`src/rtl/swc_pkg.sv`:
```
// Package: shared types and default constants for the storage clear controller.
// Assumes an 8-bit address map with clock/control registers below STORE_BASE.
package swc_pkg;
    localparam int DEF_ADDR_W      = 8;
    localparam int DEF_DATA_W      = 8;
    localparam int DEF_STORE_BASE  = 14;
    localparam int DEF_STORE_COUNT = 242;
    localparam int DEF_HOLD_MS     = 125;
    localparam int DEF_CLKS_PER_MS = 1000;
    localparam int DEF_SYNC_STAGES = 2;

    typedef enum logic {
        FILL_IDLE = 1'b0,
        FILL_RUN  = 1'b1
    } fill_state_t;
endpackage

```
`src/rtl/swc_sync.sv`:
```
// Module: multi-stage synchronizer for an asynchronous level input.
// Assumes STAGES >= 1. Every stage resets to RESET_VAL so the output starts inactive.
module swc_sync #(
    parameter int   STAGES    = 2,
    parameter logic RESET_VAL = 1'b1
) (
    input  logic clk,
    input  logic rst_n,
    input  logic d,
    output logic q
);
    logic [STAGES-1:0] chain;

    for (genvar g = 0; g < STAGES; g++) begin : g_stage
        if (g == 0) begin : g_first
            // Capture the raw asynchronous input.
            always_ff @(posedge clk) begin
                if (!rst_n) chain[g] <= RESET_VAL;
                else        chain[g] <= d;
            end
        end else begin : g_next
            // Shift the sample one stage further.
            always_ff @(posedge clk) begin
                if (!rst_n) chain[g] <= RESET_VAL;
                else        chain[g] <= chain[g-1];
            end
        end
    end

    assign q = chain[STAGES-1];
endmodule

```
`src/rtl/swc_hold_qual.sv`:
```
// Module: hold-time qualifier. Counts consecutive clocks with the synchronized
// clear input low and power valid. After HOLD_MS milliseconds it emits a
// one-clock fire pulse and locks until the input is seen high again.
// Assumes CLKS_PER_MS >= 1 and HOLD_MS >= 1.
module swc_hold_qual #(
    parameter int CLKS_PER_MS = 1000,
    parameter int HOLD_MS     = 125
) (
    input  logic clk,
    input  logic rst_n,
    input  logic clr_n_s,
    input  logic power_ok,
    output logic fire
);
    localparam int PRE_W = $clog2(CLKS_PER_MS + 1);
    localparam int MS_W  = $clog2(HOLD_MS + 1);
    localparam logic [PRE_W-1:0] PRE_LAST = PRE_W'(CLKS_PER_MS - 1);
    localparam logic [MS_W-1:0]  MS_LAST  = MS_W'(HOLD_MS - 1);

    logic [PRE_W-1:0] pre_cnt;
    logic [MS_W-1:0]  ms_cnt;
    logic             locked;
    logic             counting;
    logic             pre_wrap;
    logic             hold_met;

    assign counting = !clr_n_s && power_ok && !locked;
    assign pre_wrap = (pre_cnt == PRE_LAST);
    assign hold_met = counting && pre_wrap && (ms_cnt == MS_LAST);

    // Clock-to-millisecond prescaler, cleared whenever the hold is broken.
    always_ff @(posedge clk) begin
        if (!rst_n)                   pre_cnt <= '0;
        else if (!counting || pre_wrap) pre_cnt <= '0;
        else                          pre_cnt <= pre_cnt + 1'b1;
    end

    // Millisecond hold counter, cleared on release, power loss or completion.
    always_ff @(posedge clk) begin
        if (!rst_n)                     ms_cnt <= '0;
        else if (!counting || hold_met) ms_cnt <= '0;
        else if (pre_wrap)              ms_cnt <= ms_cnt + 1'b1;
    end

    // Fire once per press, and stay locked until the input returns high.
    always_ff @(posedge clk) begin
        if (!rst_n) begin
            fire   <= 1'b0;
            locked <= 1'b0;
        end else begin
            fire <= hold_met;
            if (clr_n_s)       locked <= 1'b0;
            else if (hold_met) locked <= 1'b1;
        end
    end
endmodule

```
`src/rtl/swc_fill_seq.sv`:
```
// Module: fill sequencer. On start, it writes all-ones to COUNT consecutive
// addresses beginning at BASE, one per clock, then pulses done.
// Assumes BASE + COUNT <= 2**ADDR_W. A start while running is ignored.
module swc_fill_seq
    import swc_pkg::*;
#(
    parameter int ADDR_W = 8,
    parameter int DATA_W = 8,
    parameter int BASE   = 14,
    parameter int COUNT  = 242
) (
    input  logic              clk,
    input  logic              rst_n,
    input  logic              start,
    output logic              we,
    output logic [ADDR_W-1:0] addr,
    output logic [DATA_W-1:0] wdata,
    output logic              busy,
    output logic              done
);
    localparam logic [ADDR_W-1:0] FIRST = ADDR_W'(BASE);
    localparam logic [ADDR_W-1:0] LAST  = ADDR_W'(BASE + COUNT - 1);

    fill_state_t       state;
    logic [ADDR_W-1:0] addr_q;
    logic              at_last;

    assign at_last = (addr_q == LAST);

    // Sequence state, write address and end-of-fill pulse.
    always_ff @(posedge clk) begin
        if (!rst_n) begin
            state  <= FILL_IDLE;
            addr_q <= FIRST;
            done   <= 1'b0;
        end else begin
            done <= 1'b0;
            case (state)
                FILL_IDLE: begin
                    if (start) begin
                        state  <= FILL_RUN;
                        addr_q <= FIRST;
                    end
                end
                FILL_RUN: begin
                    if (at_last) begin
                        state <= FILL_IDLE;
                        done  <= 1'b1;
                    end else begin
                        addr_q <= addr_q + 1'b1;
                    end
                end
                default: state <= FILL_IDLE;
            endcase
        end
    end

    assign we    = (state == FILL_RUN);
    assign busy  = (state == FILL_RUN);
    assign addr  = addr_q;
    assign wdata = '1;
endmodule

```
`src/rtl/store_wipe_ctrl.sv`:
```
// Module: top of the debounced storage clear controller. Synchronizes the
// button, qualifies a long hold under valid power, then fills the storage
// region with all-ones through the RAM write port.
// Assumes clr_n_raw is asynchronous and pulled up outside this block.
module store_wipe_ctrl
    import swc_pkg::*;
#(
    parameter int ADDR_W      = DEF_ADDR_W,
    parameter int DATA_W      = DEF_DATA_W,
    parameter int STORE_BASE  = DEF_STORE_BASE,
    parameter int STORE_COUNT = DEF_STORE_COUNT,
    parameter int HOLD_MS     = DEF_HOLD_MS,
    parameter int CLKS_PER_MS = DEF_CLKS_PER_MS,
    parameter int SYNC_STAGES = DEF_SYNC_STAGES
) (
    input  logic              clk,
    input  logic              rst_n,
    input  logic              clr_n_raw,
    input  logic              power_ok,
    output logic              ram_we,
    output logic [ADDR_W-1:0] ram_addr,
    output logic [DATA_W-1:0] ram_wdata,
    output logic              busy,
    output logic              done
);
    logic clr_n_s;
    logic fire;

    swc_sync #(
        .STAGES    (SYNC_STAGES),
        .RESET_VAL (1'b1)
    ) u_sync (
        .clk   (clk),
        .rst_n (rst_n),
        .d     (clr_n_raw),
        .q     (clr_n_s)
    );

    swc_hold_qual #(
        .CLKS_PER_MS (CLKS_PER_MS),
        .HOLD_MS     (HOLD_MS)
    ) u_qual (
        .clk      (clk),
        .rst_n    (rst_n),
        .clr_n_s  (clr_n_s),
        .power_ok (power_ok),
        .fire     (fire)
    );

    swc_fill_seq #(
        .ADDR_W (ADDR_W),
        .DATA_W (DATA_W),
        .BASE   (STORE_BASE),
        .COUNT  (STORE_COUNT)
    ) u_fill (
        .clk   (clk),
        .rst_n (rst_n),
        .start (fire),
        .we    (ram_we),
        .addr  (ram_addr),
        .wdata (ram_wdata),
        .busy  (busy),
        .done  (done)
    );
endmodule

```
`config.mk`:
```
export PLATFORM = sky130hd
export DESIGN_NAME = store_wipe_ctrl
export DESIGN_NICKNAME = d
export VERILOG_FILES = /design/src/rtl/swc_pkg.sv /design/src/rtl/swc_sync.sv /design/src/rtl/swc_hold_qual.sv /design/src/rtl/swc_fill_seq.sv /design/src/rtl/store_wipe_ctrl.sv
export SDC_FILE = /design/constraint.sdc
export NUM_CORES = 1
export LEC_CHECK = 0
export BUFFER_PORTS_ARGS = -buffer_cell sky130_fd_sc_hd__buf_4
export CAP_MARGIN = 20
export CORE_UTILIZATION = 54
export DETAILED_ROUTE_END_ITERATION = 10
export PLACE_DENSITY_LB_ADDON = 0.1
export SLEW_MARGIN = 25
export SYNTH_ARGS = -nofsm -noshare
export SYNTH_HDL_FRONTEND = slang
export SYNTH_SLANG_ARGS = --single-unit
```
`constraint.sdc`:
```
create_clock -name clk -period 2.68 [get_ports clk]
set_clock_uncertainty 0.1 [all_clocks]
set_input_delay 0.134 -clock clk [delete_from_list [all_inputs] [get_ports clk]]
set_output_delay 0.134 -clock clk [all_outputs]
set_load 0.01 [all_outputs]
```
==> metrics.md <==
| Metric | Value |
|---|---|
| Post-synthesis cell type count | `38` |
| Post-CTS repair timing setup buffer count | `0` |
| Final min period | `about 2.0 ns` |
| Cells resized by post-CTS repair | `0` |
| Synthesized area per cell | `8.72 um^2` |
| Die ar. | `about 2900 um^2` |
| Biggest area consumer among synthesized cells | `dfxtp_1` |
| Mean number of vias per cell | `roughly 5.3` |
| Setup repair after global routing missed its margin | `no` |
| Final period utilization | `75.7%` |
| Combined area of all synthesized cells | `~1400 um^2` |
| Cell depth of the worst flop-to-flop path | `5` |
| Grt total ovfl | `0` |
| Signal arrival time at the worst endpoint | `approximately 2.2 ns` |
| Clock tree from TritonCTS | `built` |
| Clock Root Buffer | `clkbuf_4` |
| Post-detailed-routing wire length | `about 2500 um` |
| Initial core utilization | `about 57%` |
| Number of enable-type register cells in the synthesized netlist | `0` |
| RePlAce Congestion | `about 0.77` |
| H-tree depth | `2` |
| Boundary pin count | `23` |
| Element type at the critical path start | `flip-flop` |
| Antenna Cells | `0` |
| Largest net degree at the start of global routing | `13` |
| Row count | `18` |
| Main area contributors after synthesis | `dfxtp_1 43%, nor2_1 6.3%, xnor2_1 5.5%` |
| Status | `finished clean` |
| Worst IR drop on VDD | `between 0.3 and 0.4 mV` |
| Post-detail-place hpwl | `approximately 1700 um` |
| Vias in the first global route | `980` |
| Highest net fanout along the worst path | `6` |
| Leakage | `around 0.56 nW` |
| Max_slew headroom | `roughly three fifths` |
| Setup total negative slack | `0 ns` |
| Max Freq | `about 0.49 GHz` |
| Input/output buffers | `14` |
| Area delta synth->final | `12.1%` |
| TritonCTS buffer count | `5` |
| Sequential share of the synthesized area | `43.4%` |
| Timing endpoint of the critical path | `u_qual.ms_cnt[5]$_SDFFE_PP0P_` |
| Sum of buffers and inverters on the critical path | `0` |
| Synth Register Bits | `31` |
| Final slew viol count | `0` |
| Deepest clock path buffer count | `2` |
| Count leader, synth | `dfxtp_1` |
| Post-route DRC | `0` |
| ANT nets after route | `0` |
| Antenna violations before repair | `0` |
| Nets@finish | `190` |
| Clock insertion delay at the later pin of the skew report | `roughly 0.33 ns` |
| Path category of the worst min-delay check | `primary input to flip-flop` |
| Worst-Margin Slew | `roughly 0.57 ns` |
| Share of synthesized registers carrying an async set or reset | `0%` |
| Worst reg2reg endpoint | `u_qual.ms_cnt[5]$_SDFFE_PP0P_` |
| Total power per unit cell area | `around 470 nW/um^2` |
| Hold Vio Cnt, Final | `0` |
| Final non-filler cell total | `about 210` |
| Number of inserted filler cells in the final layout | `238` |
| Critical Path Max Stage Delay | `roughly 0.48 ns` |
| Cells after Synth | `approximately 160` |
| CP delay by family, top | `simple AND/OR/NAND/NOR gates` |
| First-pass GRT wire length | `roughly 4000 um` |
| GRT Total Usage | `a little over a fifth` |
| Critical R2R Launch | `u_qual.pre_cnt[0]$_SDFF_PP0_` |
| Crit end category | `flip-flop` |
| Type of the worst setup path | `flip-flop to flip-flop` |
| Ys flop type | `dfxtp_1` |
| Clock-pin slew of the registers on the worst-case setup and hold paths | `0.09 ns` |
| Critical path origin | `u_qual.pre_cnt[0]$_SDFF_PP0_` |
| Commonest cells post-synth | `31 x dfxtp_1, 24 x nor2_1, 11 x nand2_1` |
| List of cells traversed by the critical path | `ha_1 -> nand4b_1 -> or4_4 -> or4_1 -> a21oi_1` |
| Number of cells in the design after placement | `about 200` |
| Layout cells sized above 1 | `between 10 and 15%` |
| Sinks on the clock net | `31` |
| Required arrival time at the worst endpoint | `about 2.8 ns` |
| Length of the first detailed-routing pass in iterations | `4` |
| Count of endpoints failing setup in the final report | `0` |
| Die span in x | `roughly 53 um` |
| Number of logic stages on the critical path including buffering | `5` |
| Placeable Area | `2500 um^2` |
| Synthesis warning total | `0` |
| Vert. Die Dim | `around 53 um` |
| R2R Setup Slk | `between 0.6 and 0.7 ns` |
| Slowest cell on crit path | `or4_4` |
| DRT iter0 DRCs | `12` |
| Max-cap violations | `0` |
| Portion of synthesized cell area occupied by the leading cell type | `a little over two fifths` |
| Total number of vias | `1134` |
| Average wire per standard cell | `11.7 um` |
timing repair:
item / 4_1_cts / 5_1_grt
endpoints found under the hold margin: 6 / 0
hold buffers: 3 / 0
setup endpoints to repair: 0 / 0
layer usage:
metal | GRT usage [%] | vias up | share of wire (%)
li1 | - | 585 | -
met3 | 6.03 | 4 | 4.4
met1 | 21.4 | 508 | 46
met4 | 14.5 | 0 | 0.77
met5 | 0 | - | 0
met2 | 35.8 | 37 | 49
registers in the layout (all words and copies together), names as in the netlist:
name,flops
u_fill.done,1
u_sync.q,1
u_fill.addr,8
u_qual.ms_cnt,7
u_qual.locked,1
u_sync.chain,1
u_qual.fire,1
u_qual.pre_cnt,10
u_fill.busy,1
through the flow:
step           hold slack [ns]  setup slack (ns)  area (um^2)  utilization [%]  power [mW]
2_1_floorplan            0.135             0.793         1460                -       0.493
4_1_cts                 0.0170             0.656         1600             64.1       0.771
5_1_grt                 0.0487             0.499         1600             64.1       0.793
6_report                0.0398             0.651         1600             64.1       0.756
3_3_place_gp             0.219             0.735         1520             60.7       0.489
3_5_place_dp             0.246             0.667         1520             60.7       0.490
area by class of cell:
class                           instances  area [um^2]  area share (%)
Clock buffer                            6         51.3            3.20
Clock inverter                          1         5.00           0.312
Inverter                                6         22.5            1.41
Multi-Input combinational cell        121          731            45.6
Sequential cell                        31          621            38.7
Tap cell                               30         37.5            2.34
Timing Repair Buffer                   17          135            8.43
cell families (layout without fill, tap and decap cells):
| group | Yosys count | in the layout | share of synthesized area [%] |
|---|---|---|---|
| mux | 3 | 3 | 2.19 |
| other cells | 1 | 8 | 0.262 |
| xor+xnor | 12 | 12 | 7.35 |
| fa+ha+maj | 4 | 4 | 3.50 |
| flops | 31 | 31 | 43.4 |
| simple gates | 76 | 76 | 27.9 |
| buf+inv | 19 | 30 | 7.35 |
| compound gates | 18 | 18 | 8.05 |
cell usage in the layout (no fill, tap or decap), types with 4 or more instances in the layout:
master and n:
buf_4 14, clkbuf_4 5, conb_1 8, dfxtp_1 31, ha_1 4, inv_1 6, nand2_1 11, nand3_1 8
nor2_1 24, nor3_1 9, o21ai_0 5, xnor2_1 9
how the worst min path moves through the flow:
stage                     startpoint                    endpoint  slack (ns)  cells past startpoint
final                       power_ok  u_qual.locked$_SDFFE_PP0P_        0.04                      3
after detailed placement   clr_n_raw  u_sync.chain[0]$_SDFF_PN1_        0.25                      2
after floorplan            clr_n_raw  u_sync.chain[0]$_SDFF_PN1_        0.14                      1
after global placement     clr_n_raw  u_sync.chain[0]$_SDFF_PN1_        0.22                      2
after global routing        power_ok  u_qual.locked$_SDFFE_PP0P_        0.05                      3
after CTS                   power_ok  u_qual.locked$_SDFFE_PP0P_        0.02                      3
worst register-to-register path, cell delays in order, from the launching register on:
cell and delay, ns:
dfxtp_1 0.36, ha_1 0.23, nand4b_1 0.23, or4_4 0.48, or4_1 0.41, a21oi_1 0.14
power breakdown:
group	total (mW)	switching [mW]	internal, mW
combinational	0.0199	0.0117	0.00814
sequential	0.463	0.000780	0.462
clock	0.274	0.152	0.121
Note: power is estimated with default switching activity, not from simulation.
